[src/rtl/gfx_pix_pkg.sv]
package gfx_pix_pkg;
  localparam int BEAT_BYTES = 8;
  localparam int PIX_PER_BEAT = 2;
  localparam int BUS_PIX_BYTES = 4;
  localparam int RGB_BYTES = 3;
  localparam int PACK_BYTES = PIX_PER_BEAT * RGB_BYTES;
  localparam int DATA_W = BEAT_BYTES * 8;
  localparam int LANE_W = $clog2(BEAT_BYTES);
  localparam int WIDE_BYTES = 2 * BEAT_BYTES;

  typedef enum logic [2:0] {
    ST_IDLE,
    ST_REQ0,
    ST_WAIT0,
    ST_REQ1,
    ST_WAIT1,
    ST_RSP
  } br_state_t;
endpackage

[src/rtl/gfx_addr_map.sv]
module gfx_addr_map
  import gfx_pix_pkg::*;
#(
  parameter int ADDR_W = 32
) (
  input  logic [ADDR_W-1:0] addr,
  input  logic [ADDR_W-1:0] first,
  input  logic [ADDR_W-1:0] base,
  input  logic              conv,
  output logic [ADDR_W-1:0] word_addr,
  output logic [LANE_W-1:0] lane,
  output logic              span
);
  logic [ADDR_W-1:0] rel;
  logic [ADDR_W-1:0] packed_off;
  logic [ADDR_W-1:0] byte_addr;

  always_comb begin
    rel        = addr - first;
    // rel is a multiple of 4, so rel/2 + rel/4 is exactly rel*3/4
    packed_off = (rel >> 1) + (rel >> 2);
    byte_addr  = conv ? (base + packed_off) : addr;
    word_addr  = {byte_addr[ADDR_W-1:LANE_W], {LANE_W{1'b0}}};
    lane       = conv ? byte_addr[LANE_W-1:0] : '0;
    span       = conv && ({1'b0, lane} > (LANE_W+1)'(BEAT_BYTES - PACK_BYTES));
  end
endmodule

[src/rtl/gfx_pix_pack.sv]
module gfx_pix_pack
  import gfx_pix_pkg::*;
(
  input  logic [DATA_W-1:0]       wdata,
  input  logic [BEAT_BYTES-1:0]   wstrb,
  input  logic                    alpha_first,
  input  logic [LANE_W-1:0]       lane,
  output logic [2*DATA_W-1:0]     wide_data,
  output logic [WIDE_BYTES-1:0]   wide_strb
);
  logic [PACK_BYTES*8-1:0] pk_data;
  logic [PACK_BYTES-1:0]   pk_strb;
  logic [LANE_W+2:0]       bit_shift;

  always_comb begin
    pk_data = '0;
    pk_strb = '0;
    for (int p = 0; p < PIX_PER_BEAT; p++) begin
      for (int c = 0; c < RGB_BYTES; c++) begin
        pk_data[(p*RGB_BYTES+c)*8 +: 8] =
          wdata[(p*BUS_PIX_BYTES + c + int'(alpha_first))*8 +: 8];
        pk_strb[p*RGB_BYTES+c] = wstrb[p*BUS_PIX_BYTES + c + int'(alpha_first)];
      end
    end
    bit_shift = {lane, 3'b000};
    wide_data = {{(2*DATA_W-PACK_BYTES*8){1'b0}}, pk_data} << bit_shift;
    wide_strb = {{(WIDE_BYTES-PACK_BYTES){1'b0}}, pk_strb} << lane;
  end
endmodule

[src/rtl/gfx_pix_unpack.sv]
module gfx_pix_unpack
  import gfx_pix_pkg::*;
(
  input  logic [DATA_W-1:0] lo_word,
  input  logic [DATA_W-1:0] hi_word,
  input  logic [LANE_W-1:0] lane,
  input  logic              alpha_first,
  input  logic [7:0]        alpha,
  output logic [DATA_W-1:0] rdata
);
  logic [2*DATA_W-1:0] wide;
  logic [LANE_W+2:0]   bit_shift;

  always_comb begin
    bit_shift = {lane, 3'b000};
    wide  = {hi_word, lo_word} >> bit_shift;
    rdata = '0;
    for (int p = 0; p < PIX_PER_BEAT; p++) begin
      for (int c = 0; c < RGB_BYTES; c++) begin
        rdata[(p*BUS_PIX_BYTES + c + int'(alpha_first))*8 +: 8] =
          wide[(p*RGB_BYTES+c)*8 +: 8];
      end
      rdata[(p*BUS_PIX_BYTES + (alpha_first ? 0 : BUS_PIX_BYTES-1))*8 +: 8] = alpha;
    end
  end
endmodule

[src/rtl/gfx_pix_bridge.sv]
module gfx_pix_bridge
  import gfx_pix_pkg::*;
#(
  parameter int ADDR_W = 32
) (
  input  logic                  clk,
  input  logic                  rst_n,
  input  logic [1:0]            cfg_mode,
  input  logic [ADDR_W-1:0]     cfg_first,
  input  logic [ADDR_W-1:0]     cfg_base,
  input  logic [7:0]            cfg_alpha,
  input  logic                  bus_req_valid,
  output logic                  bus_req_ready,
  input  logic                  bus_req_write,
  input  logic [ADDR_W-1:0]     bus_req_addr,
  input  logic [DATA_W-1:0]     bus_req_wdata,
  input  logic [BEAT_BYTES-1:0] bus_req_wstrb,
  output logic                  bus_rsp_valid,
  input  logic                  bus_rsp_ready,
  output logic [DATA_W-1:0]     bus_rsp_rdata,
  output logic                  ram_req_valid,
  input  logic                  ram_req_ready,
  output logic                  ram_req_write,
  output logic [ADDR_W-1:0]     ram_req_addr,
  output logic [DATA_W-1:0]     ram_req_wdata,
  output logic [BEAT_BYTES-1:0] ram_req_wstrb,
  input  logic                  ram_rsp_valid,
  input  logic [DATA_W-1:0]     ram_rsp_rdata
);
  br_state_t state;
  logic                  r_write;
  logic [ADDR_W-1:0]     r_addr;
  logic [DATA_W-1:0]     r_wdata;
  logic [BEAT_BYTES-1:0] r_wstrb;
  logic [DATA_W-1:0]     r_lo, r_hi;

  logic                  conv, alpha_first;
  logic [ADDR_W-1:0]     word0;
  logic [LANE_W-1:0]     lane;
  logic                  span;
  logic [2*DATA_W-1:0]   wide_data;
  logic [WIDE_BYTES-1:0] wide_strb;
  logic [DATA_W-1:0]     conv_rdata;
  logic                  second;

  assign conv        = cfg_mode[1];
  assign alpha_first = cfg_mode[0];

  gfx_addr_map #(.ADDR_W(ADDR_W)) u_map (
    .addr(r_addr), .first(cfg_first), .base(cfg_base), .conv(conv),
    .word_addr(word0), .lane(lane), .span(span)
  );

  gfx_pix_pack u_pack (
    .wdata(r_wdata), .wstrb(r_wstrb), .alpha_first(alpha_first), .lane(lane),
    .wide_data(wide_data), .wide_strb(wide_strb)
  );

  gfx_pix_unpack u_unpack (
    .lo_word(r_lo), .hi_word(r_hi), .lane(lane), .alpha_first(alpha_first),
    .alpha(cfg_alpha), .rdata(conv_rdata)
  );

  assign second        = (state == ST_REQ1);
  assign bus_req_ready = (state == ST_IDLE);
  assign ram_req_valid = (state == ST_REQ0) || (state == ST_REQ1);
  assign ram_req_write = r_write;
  assign ram_req_addr  = second ? (word0 + ADDR_W'(BEAT_BYTES)) : word0;

  always_comb begin
    if (!conv) begin
      ram_req_wdata = r_wdata;
      ram_req_wstrb = r_wstrb;
    end else if (second) begin
      ram_req_wdata = wide_data[2*DATA_W-1:DATA_W];
      ram_req_wstrb = wide_strb[WIDE_BYTES-1:BEAT_BYTES];
    end else begin
      ram_req_wdata = wide_data[DATA_W-1:0];
      ram_req_wstrb = wide_strb[BEAT_BYTES-1:0];
    end
  end

  assign bus_rsp_valid = (state == ST_RSP);
  assign bus_rsp_rdata = r_write ? '0 : (conv ? conv_rdata : r_lo);

  always_ff @(posedge clk) begin
    if (!rst_n) begin
      state   <= ST_IDLE;
      r_write <= 1'b0;
      r_addr  <= '0;
      r_wdata <= '0;
      r_wstrb <= '0;
      r_lo    <= '0;
      r_hi    <= '0;
    end else begin
      unique case (state)
        ST_IDLE: if (bus_req_valid) begin
          r_write <= bus_req_write;
          r_addr  <= bus_req_addr;
          r_wdata <= bus_req_wdata;
          r_wstrb <= bus_req_wstrb;
          state   <= ST_REQ0;
        end
        ST_REQ0: if (ram_req_ready) begin
          if (!r_write)  state <= ST_WAIT0;
          else if (span) state <= ST_REQ1;
          else           state <= ST_RSP;
        end
        ST_WAIT0: if (ram_rsp_valid) begin
          r_lo  <= ram_rsp_rdata;
          state <= span ? ST_REQ1 : ST_RSP;
        end
        ST_REQ1: if (ram_req_ready) state <= r_write ? ST_RSP : ST_WAIT1;
        ST_WAIT1: if (ram_rsp_valid) begin
          r_hi  <= ram_rsp_rdata;
          state <= ST_RSP;
        end
        ST_RSP: if (bus_rsp_ready) state <= ST_IDLE;
        default: state <= ST_IDLE;
      endcase
    end
  end

  assert_ramreq_hold_R9: assert property (@(posedge clk) disable iff (!rst_n)
    (ram_req_valid && !ram_req_ready) |=> (ram_req_valid && $stable(ram_req_addr)
      && $stable(ram_req_wdata) && $stable(ram_req_wstrb) && $stable(ram_req_write)));

  assert_accept_busy_R9: assert property (@(posedge clk) disable iff (!rst_n)
    (bus_req_valid && bus_req_ready) |=> !bus_req_ready);

  assert_rsp_hold_R10: assert property (@(posedge clk) disable iff (!rst_n)
    (bus_rsp_valid && !bus_rsp_ready) |=> (bus_rsp_valid && $stable(bus_rsp_rdata)));

  assert_strobe_budget_R6: assert property (@(posedge clk) disable iff (!rst_n)
    (ram_req_valid && ram_req_write && conv) |-> ($countones(ram_req_wstrb) <= PACK_BYTES));
endmodule

[config.mk]
export PLATFORM = sky130hd
export DESIGN_NAME = gfx_pix_bridge
export DESIGN_NICKNAME = d
export VERILOG_FILES = /design/src/rtl/gfx_pix_pkg.sv /design/src/rtl/gfx_addr_map.sv /design/src/rtl/gfx_pix_pack.sv /design/src/rtl/gfx_pix_unpack.sv /design/src/rtl/gfx_pix_bridge.sv
export SDC_FILE = /design/constraint.sdc
export NUM_CORES = 1
export LEC_CHECK = 0
export ABC_AREA = 1
export BUFFER_PORTS_ARGS = -buffer_cell sky130_fd_sc_hd__buf_2
export CAP_MARGIN = 20
export CORE_MARGIN = 5
export CORE_UTILIZATION = 58
export CTS_CLUSTER_DIAMETER = 100
export CTS_CLUSTER_SIZE = 12
export DETAILED_ROUTE_END_ITERATION = 6
export HOLD_SLACK_MARGIN = 0.06
export PLACE_DENSITY = 0.82
export SYNTH_ARGS = -nofsm -noshare
export SYNTH_HDL_FRONTEND = slang
export SYNTH_HIERARCHICAL = 1
export SYNTH_SLANG_ARGS = --single-unit
[constraint.sdc]
create_clock -name clk -period 6.7 [get_ports clk]
set_clock_uncertainty 0.1 [all_clocks]
set_input_delay 0.67 -clock clk [delete_from_list [all_inputs] [get_ports clk]]
set_output_delay 0.67 -clock clk [all_outputs]
set_load 0.01 [all_outputs]
* Word level (Yosys, flattened, before mapping) *
Index checks and enable logic that the tools add are counted.

word-level totals
  flip-flop bits (word level) = 236
  input bits = 249
  output and inout bits = 172
  logic and storage cells = 120

cells by class
  add/sub/neg operators = 18
  order comparisons = 7
  equal/unequal tests = 11
  shifts and indexed selects = 25
  mux-type cells = 44
  bitwise gates (word level) = 1
  reductions and logical operators = 7

operators with widths
  kind                                                          number
  variable shift 8 x 33 -> 64 bit (first input constant)        8
  variable part select 8 x 33 -> 64 bit                         8
  bitwise mux 64 bit                                            7
  variable part select 64 x 32 -> 8 bit                         5
  2-to-1 mux 64 bit                                             4
  negation 32 -> 33 bit                                         6
  less-than comparator 32 x 5 -> 1 bit (second input constant)  5
  << shifter 48 x 6 -> 128 bit                                  1
  right shift 128 x 6 -> 48 bit                                 1
  bitwise AND 64 bit                                            1
  2-to-1 mux 32 bit                                             2
  variable part select 64 x 5 -> 8 bit                          1
  negation 4 -> 33 bit                                          1
  negation 5 -> 33 bit                                          1
  adder 31 x 30 -> 32 bit                                       1
  adder 32 bit                                                  1
  adder 32 x 4 -> 32 bit (second input constant)                1
  subtractor 32 bit                                             1
  adder 4 x 29 -> 29 bit (first input constant)                 1
  2-to-1 mux 3 bit                                              9
  one-hot mux 3 bit (6 select lines)                            1
  2-to-1 mux 8 bit                                              2
  << shifter 6 x 3 -> 16 bit                                    1
  binary-select mux 1 bit (select 3 bit)                        5
  other kinds (17)                                              39

* Depth between registers and ports, before layout *
Gate-level depths: netlist of the first run.

  depth after elaboration = 17
  gate-level depth with buffers = 36
  gate-level depth less buffers = 36

* By module *
The synthesis of the first run kept the hierarchy.

modules (own cells, without submodules)
  module          instances  cells each  area an instance (um2)  seq. area each (um2)
  gfx_pix_bridge  1          1618        11253.3                 4724.5
  gfx_addr_map    1          1040        5592.9                  0.0
  gfx_pix_unpack  1          776         3333.2                  0.0
  gfx_pix_pack    1          697         3321.9                  0.0

* Worst setup path before layout of the first run *
OpenSTA, ideal clock, no wires.

  path kind = input to output
  start point = in cfg_first[0]
  end point = out ram_req_addr[23]
  arrival time = 4422 ps
  data required time = 5930 ps
  slack = 1508 ps
  stages = 26
  path buffers = 0
  cell sequence = inv_1 > nor2_1 > fa_1 > inv_1 > nand3_1 > nand2_2 > nand2_1 > o211ai_2 > nand2_2 > nand2_2 > xnor2_1 > fa_1 > inv_1 > ha_1 > nand2_2 > inv_1 > a21oi_1 > nand3_1 > xnor2_1 > o21ai_0 > nand2_1 > inv_1 > nand3_2 > nor2_4 > nand2_1 > xnor2_1

on the way
  cells in the longest elaborated chain, start to end = 6

RTL lines
  what                     line                  RTL
  start: declaration       gfx_pix_bridge.sv:9   input logic [ADDR_W-1:0] cfg_first,
  subtractor 32 bit        gfx_addr_map.sv:19    rel = addr - first;
  adder 31 x 30 -> 32 bit  gfx_addr_map.sv:21    packed_off = (rel >> 1) + (rel >> 2);
  adder 32 bit             gfx_addr_map.sv:22    byte_addr = conv ? (base + packed_off) : addr;
  2-to-1 mux 32 bit        gfx_addr_map.sv:22
  via word0[12]            gfx_pix_bridge.sv:38  logic [ADDR_W-1:0] word0;
  adder 32 x 4 -> 32 bit   gfx_pix_bridge.sv:68  assign ram_req_addr = second ? (word0 + ADDR_W'(BEAT_BYTES)) : word0;
  2-to-1 mux 32 bit        gfx_pix_bridge.sv:68
  end: declaration         gfx_pix_bridge.sv:24  output logic [ADDR_W-1:0] ram_req_addr,

The timed path passes the listed nets, and every way through them passes these cells.

* Final worst setup path of the first run *
  start point = reg r_addr[2]
  end point = out ram_req_addr[26]

on the way
  cells in the longest elaborated chain, start to end = 6

RTL lines
  what                      line                  RTL
  start: declaration        gfx_pix_bridge.sv:32  logic [ADDR_W-1:0] r_addr;
  start signal: assignment  gfx_pix_bridge.sv:99  r_addr <= bus_req_addr;
  subtractor 32 bit         gfx_addr_map.sv:19
  adder 31 x 30 -> 32 bit   gfx_addr_map.sv:21
  adder 32 bit              gfx_addr_map.sv:22
  2-to-1 mux 32 bit         gfx_addr_map.sv:22
  via word0[12]             gfx_pix_bridge.sv:38
  adder 32 x 4 -> 32 bit    gfx_pix_bridge.sv:68
  2-to-1 mux 32 bit         gfx_pix_bridge.sv:68

The timed path passes the listed nets, and every way through them passes these cells.

==> results of run 1 <==
[timing repair]
action | 4_1_cts | 5_1_grt
hold endpoints to repair | 0 | 0
buffers inserted | 0 | 2
setup endpoints to repair | 0 | 19
gates resized for setup | 0 | 13
[routing by layer]
| layer | track usage (%) | up-vias | routed length, µm | share of wire (%) |
|---|---|---|---|---|
| met2 | 61.6 | 1812 | 39800 | 44 |
| met1 | 53.7 | 12500 | 35500 | 39 |
| li1 | - | 13500 | - | - |
| met5 | 0 | - | 38 | 0.042 |
| met3 | 7.41 | 236 | 11300 | 12 |
| met4 | 16.2 | 6 | 4650 | 5.1 |
[critical path: stages, from the launching register on]
cell and delay [ns]:
dfxtp_1 0.32, ha_1 0.34, a21oi_1 0.29, o21ai_2 0.15, nand2_2 0.09, nand2_2 0.08, nand2_1 0.08, nand2_1 0.18
xnor2_2 0.22, fa_1 0.51, inv_1 0.04, ha_1 0.36, nand2_2 0.13, inv_1 0.08, a21oi_1 0.27, nand3_1 0.29
xnor2_1 0.21, o21ai_1 0.25, nand2_1 0.20, nor2_1 0.13, nand2_1 0.16, nor2_1 0.28, nand4_1 0.13, nand2_1 0.09
nand2_1 0.05, buf_2 0.13
[cell type report]
class / instances / area share (%)
Timing Repair Buffer: 454 / 9.72
Clock inverter: 2 / 0.0749
Inverter: 469 / 7.08
Clock buffer: 25 / 2.33
Sequential cell: 212 / 16.9
Multi-Input combinational cell: 3095 / 61.2
Antenna cell: 3 / 0.0300
Tap cell: 518 / 2.59
[worst max-delay path by stage]
stage                            start  cells after the start          endpoint  slack [ns]
after floorplan           cfg_first[0]                     26  ram_req_addr[23]        1.51
after global placement    cfg_first[0]                     29  ram_req_addr[26]        0.14
after detailed placement  cfg_first[0]                     29  ram_req_addr[26]        0.17
after CTS                    r_addr[0]                     27  ram_req_addr[26]        0.04
after global routing         r_addr[2]                     25  ram_req_addr[30]      -0.006
final                        r_addr[2]                     25  ram_req_addr[26]        0.29
[metrics by stage]
step	power, µW	util (%)	std cells	setup slack (ns)
2_1_floorplan	10300	-	4059	1.51
3_3_place_gp	13700	63.1	4746	0.145
3_5_place_dp	13700	63.1	4746	0.170
4_1_cts	14900	64.6	4773	0.0356
5_1_grt	16500	64.8	4776	-0.00550
6_report	15300	64.8	4778	0.290
[report_power, final]
part / switching (µW) / internal, µW / leakage [µW]
Clock: 558 / 612 / 0.000292
Combinational: 8470 / 3860 / 0.0106
Sequential: 263 / 1550 / 0.00173
[state kept, by name, indices dropped and copies added, names as in the netlist]
| register | flops |
|---|---|
| r_hi | 40 |
| ram_req_write | 1 |
| state | 3 |
| r_wdata | 64 |
| r_lo | 64 |
| r_wstrb | 8 |
| r_addr | 32 |
==> results.toml, run 1 <==
[sta]
finalCriticalPeriod_ns = 6.41
max_freq_ghz = 0.156
final_max_slew_viol_count = 0
fin_crit_sh_pct = 95.7
slew_headroom_pct = 31.4
setup_viol = 0
tns_ns = 0
hold_viol = 0
holdWs_ns = 0.295
worst_pin_slew_ns = 1.03

[finish]
final.fill_count = 3948
seqCellArea_um2 = 4240
layout.nets = 4597
layout_common_cells = "nand2_1, nand3_1, inv_1, buf_2, a21oi_1"
finish.instance_area_um2 = 25000
multi_input_area_um2 = 15300
final_common_cell = "nand2_1"
drive_above_1_share_pct = 13.5
synthToLayoutAreaGrowth_pct = 10.5

[floorplanning]
die_area_um2 = 43100
num_rows = 72
die_h_um = 208
core_um2 = 38600
start_util_pct = 58.7
die_w_um = 208
io_pins = 421

[route]
via_count = 28100
wl_per_cell_um = 19.1
drc = 0
routed_via_density = 5.88
drt_iter0_markers = 4316
first_pass_iters = 7
postRouteAntennaNets = 0
totalWireLength_um = 91300

[clock_network]
clockBufferDepth = 3
cts_hold_buf = 0
cts_tree = "done"
htreeDepth = 1
cts.reportedPaths.clkPinSlew_ns = 0.07
clock_latency_ns = 0.55
numCtsBuffers = 22
root_buffer = "clkbuf_16"
cts_sinks = 212

[place]
placed_area_um2 = 24400
place_hpwl_um = 69400
io_buffers = 417
gp_congestion = 1.11

[setup_path]
reg2regPathDepth = 13
cp.arrival_ns = 5.64
path_max_fanout = 4
reg2reg_to = "state[1]"
cp.required_ns = 5.93
cp-start-kind = "flop"
r2r_start = "r_addr[2]"
timing.reg2reg.setup_slack_ns = 2.95
end_kind = "primary output"
path_class = "flop to primary output"

[yosys]
syn-cell-area_um2 = 22700
avgSynthCellArea_um2 = 5.63
synthCells = 4031
ys_warn_count = 6

[global_route]
grt_pass1_vias = 24800
grt_usage_pct = 39.4
antenna_found_initial = 8
grt_max_degree = 141
gr-total-overflow = 0
grt_pass1_wl_um = 139000

[hold_path]
hp-class = "input port to flop"
worst_hold_path.endpoint = "r_addr[3]"
min-delay-start = "bus_req_addr[3]"
holdPathStages = 3

[power]
power.density_nw_per_um2 = 611
irDropWorstVdd_mv = 0.411
p_leak_uw = 0.0127

[run]
cap_violations = 0

[outcome]
status = "complete, no violations"
(Power assumes the default switching activity.)
==> inputs of run 2 (changes only) <==
--- a/config.mk
+++ b/config.mk
@@ -9,13 +9,13 @@
 export BUFFER_PORTS_ARGS = -buffer_cell sky130_fd_sc_hd__buf_2
 export CAP_MARGIN = 20
 export CORE_MARGIN = 5
-export CORE_UTILIZATION = 58
+export CORE_UTILIZATION = 57
 export CTS_CLUSTER_DIAMETER = 100
 export CTS_CLUSTER_SIZE = 12
 export DETAILED_ROUTE_END_ITERATION = 6
 export HOLD_SLACK_MARGIN = 0.06
 export PLACE_DENSITY = 0.82
+export SLEW_MARGIN = 20
 export SYNTH_ARGS = -nofsm -noshare
 export SYNTH_HDL_FRONTEND = slang
-export SYNTH_HIERARCHICAL = 1
 export SYNTH_SLANG_ARGS = --single-unit
==> run 2 against run 1 <==
The run now ends with design-rule violations left. Fmax is essentially flat. First-iteration DRC count shrank 37%. Non-clock buffer count grew 11. Worst hold slack lost 0.012 ns. Via count shrank 13%. Global-route usage shrank 1.0 points. Area after synthesis shrank 8.9%. Register-to-register slack lost 0.68 ns. Final cell count shrank 12%. Synthesized cell count shrank 14%. Flip-flop and latch count is the same.
==> results.toml, run 2 <==
[yosys]
synth-seq-cells = 212
synth_edf_count = 0
yosysTopAreaCell = "dfxtp_1"
ys_warn_count = 0
synth_cell_types = 53
synthFlopType = "dfxtp_1"
synth-simple-area-share_pct = 25.0
synthCells = 3449
ys_seq_area_share_pct = 20.5
post_synth_xor_area_fraction_pct = 2.11
synthMuxAreaShare_pct = 1.11
synth-async-reset-ratio_pct = 0
synth-compound-area-share_pct = 30.8
synth_top_area_share_pct = 20.5
ys_top_cells_by_area = "dfxtp_1, nand2_1, o21ai_0, a21oi_1, inv_1"
synth_adder_area_share_pct = 6.86
yosysMostFrequentCell = "nand2_1"
syn-cell-area_um2 = 20700
synth_top_family_by_area = "compound AO/OA/AOI/OAI gates"
avgSynthCellArea_um2 = 5.99
synth_common_cells = "nand2_1, o21ai_0, inv_1, a21oi_1, nor2_1"

[setup_path]
cp.arrival_ns = 5.64
cp-start-kind = "flop"
cpPeakStageDelay_ns = 0.49
cp_common_cell = "nand2_1"
end_kind = "primary output"
cpMaxStageDelayCell = "fa_1"
reg2regPathDepth = 16
path_class = "flop to primary output"
cp.required_ns = 5.93
path_max_fanout = 6
timing.reg2reg.setup_slack_ns = 2.27

[finish]
layout.nets = 4057
reg.largest.list = "r_lo (64), r_wdata (64), r_hi (40)"
final_core_utilization_pct = 65.9
final_common_cell = "nand2_1"
drive_above_1_share_pct = 17.2
instances_no_fill = 4190
layout_common_cells = "nand2_1, o21ai_0, inv_1, buf_2, a21oi_1"
synthToLayoutAreaGrowth_pct = 13.8
finish.instance_area_um2 = 23500

[route]
wl_per_cell_um = 19.5
via_count = 24500
totalWireLength_um = 81900
drt_iter0_markers = 2724
postRouteAntennaNets = 0
first_pass_iters = 7
drc = 2
routed_via_density = 5.85

[clock_network]
clock_latency_ns = 0.54
cts_tree = "done"
cts.reportedPaths.clkPinSlew_ns = 0.07
numCtsBuffers = 22
htreeDepth = 1
cts_sinks = 212
cts_hold_buf = 0
clockBufferDepth = 3
root_buffer = "clkbuf_16"

[sta]
setup_viol = 0
fin_crit_sh_pct = 95.7
tns_ns = 0
max_freq_ghz = 0.156
finalCriticalPeriod_ns = 6.41
final_max_slew_viol_count = 0
worst_pin_slew_ns = 1.16
slew_headroom_pct = 22.7
hold_viol = 0
grt_setup_unrepaired = "yes"

[global_route]
gr-total-overflow = 0
grt_usage_pct = 38.4
antenna_found_initial = 14
grt_pass1_vias = 22200
grt_max_degree = 111
grt_pass1_wl_um = 126000

[floorplanning]
num_rows = 69
die_area_um2 = 40100
die_w_um = 200
io_pins = 421
die_h_um = 200
start_util_pct = 57.9
core_um2 = 35700

[hold_path]
hp-class = "input port to flop"
holdPathStages = 3

[outcome]
status = "complete, but fails checks"
violations = "design-rule violations"

[place]
dp.cells = 4150
io_buffers = 417
gp_congestion = 1.04
place_hpwl_um = 63100
placed_area_um2 = 22800

[run]
cap_violations = 0
## run 2: metrics by stage
step | hold slack [ns] | setup WS (ns)
final | 0.284 | 0.288
after detailed placement | 0.348 | 0.313
after CTS | 0.267 | 0.136
after floorplan | 0.329 | 1.30
after global placement | 0.341 | 0.405
after global routing | 0.292 | -0.0102
## run 2: kinds of logic after synthesis
logic type,Yosys count
multiplexers,23
AO/OA/AOI/OAI,1155
flip-flops,212
buffers and inverters,723
AND/OR/NAND/NOR,1192
adder cells (fa/ha/maj),94
XOR/XNOR,49
other,1
## run 2: layout make-up
cell class	instances	area (µm²)
diodes	13	32.5
clock buffers	23	554
repair buffers	465	2470
well taps	461	577
flip-flops and latches	212	4250
multi-input cells	2516	13700
inverters	497	1870
fillers	3531	12100
clock inverters	3	36.3
## run 2: path summary, 6_finish.rpt
| kind | start | end |
|---|---|---|
| setup / recovery | r_addr[3] | ram_req_addr[19] |
| hold / removal | bus_req_addr[7] | r_addr[7] |
| setup reg to reg | r_addr[2] | state[1] |
| hold reg to reg | r_hi[32] | r_hi[32] |
## run 2: worst max-delay path: cells and delay by family, from the launching register on
| family | cells | cell delay (ns) |
|---|---|---|
| adders and majority gates | 3 | 1.14 |
| xor gates and xnor gates | 2 | 0.54 |
| DFF | 1 | 0.34 |
| buffers and inverters | 5 | 0.62 |
| and+or+nand+nor | 13 | 1.66 |
| AOI/OAI and AO/OA | 4 | 0.78 |
## run 2: timing repair
item | CTS | global route
setup buffers | 0 | 1
resized for setup | 0 | 20
setup endpoints to repair | 0 | 15
## run 2: per-layer routing
layer | wire (µm) | up-vias | track usage [%] | part of all wire (%)
met5 | 11 | - | 0 | 0.013
met4 | 5130 | 2 | 20.8 | 6.3
met3 | 7930 | 255 | 6.78 | 9.7
met2 | 36200 | 1350 | 61.0 | 44
met1 | 32600 | 11000 | 49.8 | 40
li1 | - | 11900 | - | -
Power of run 2 is not shown: default switching activity piles up to over one toggle a cycle in this logic, so the estimate is an artifact.
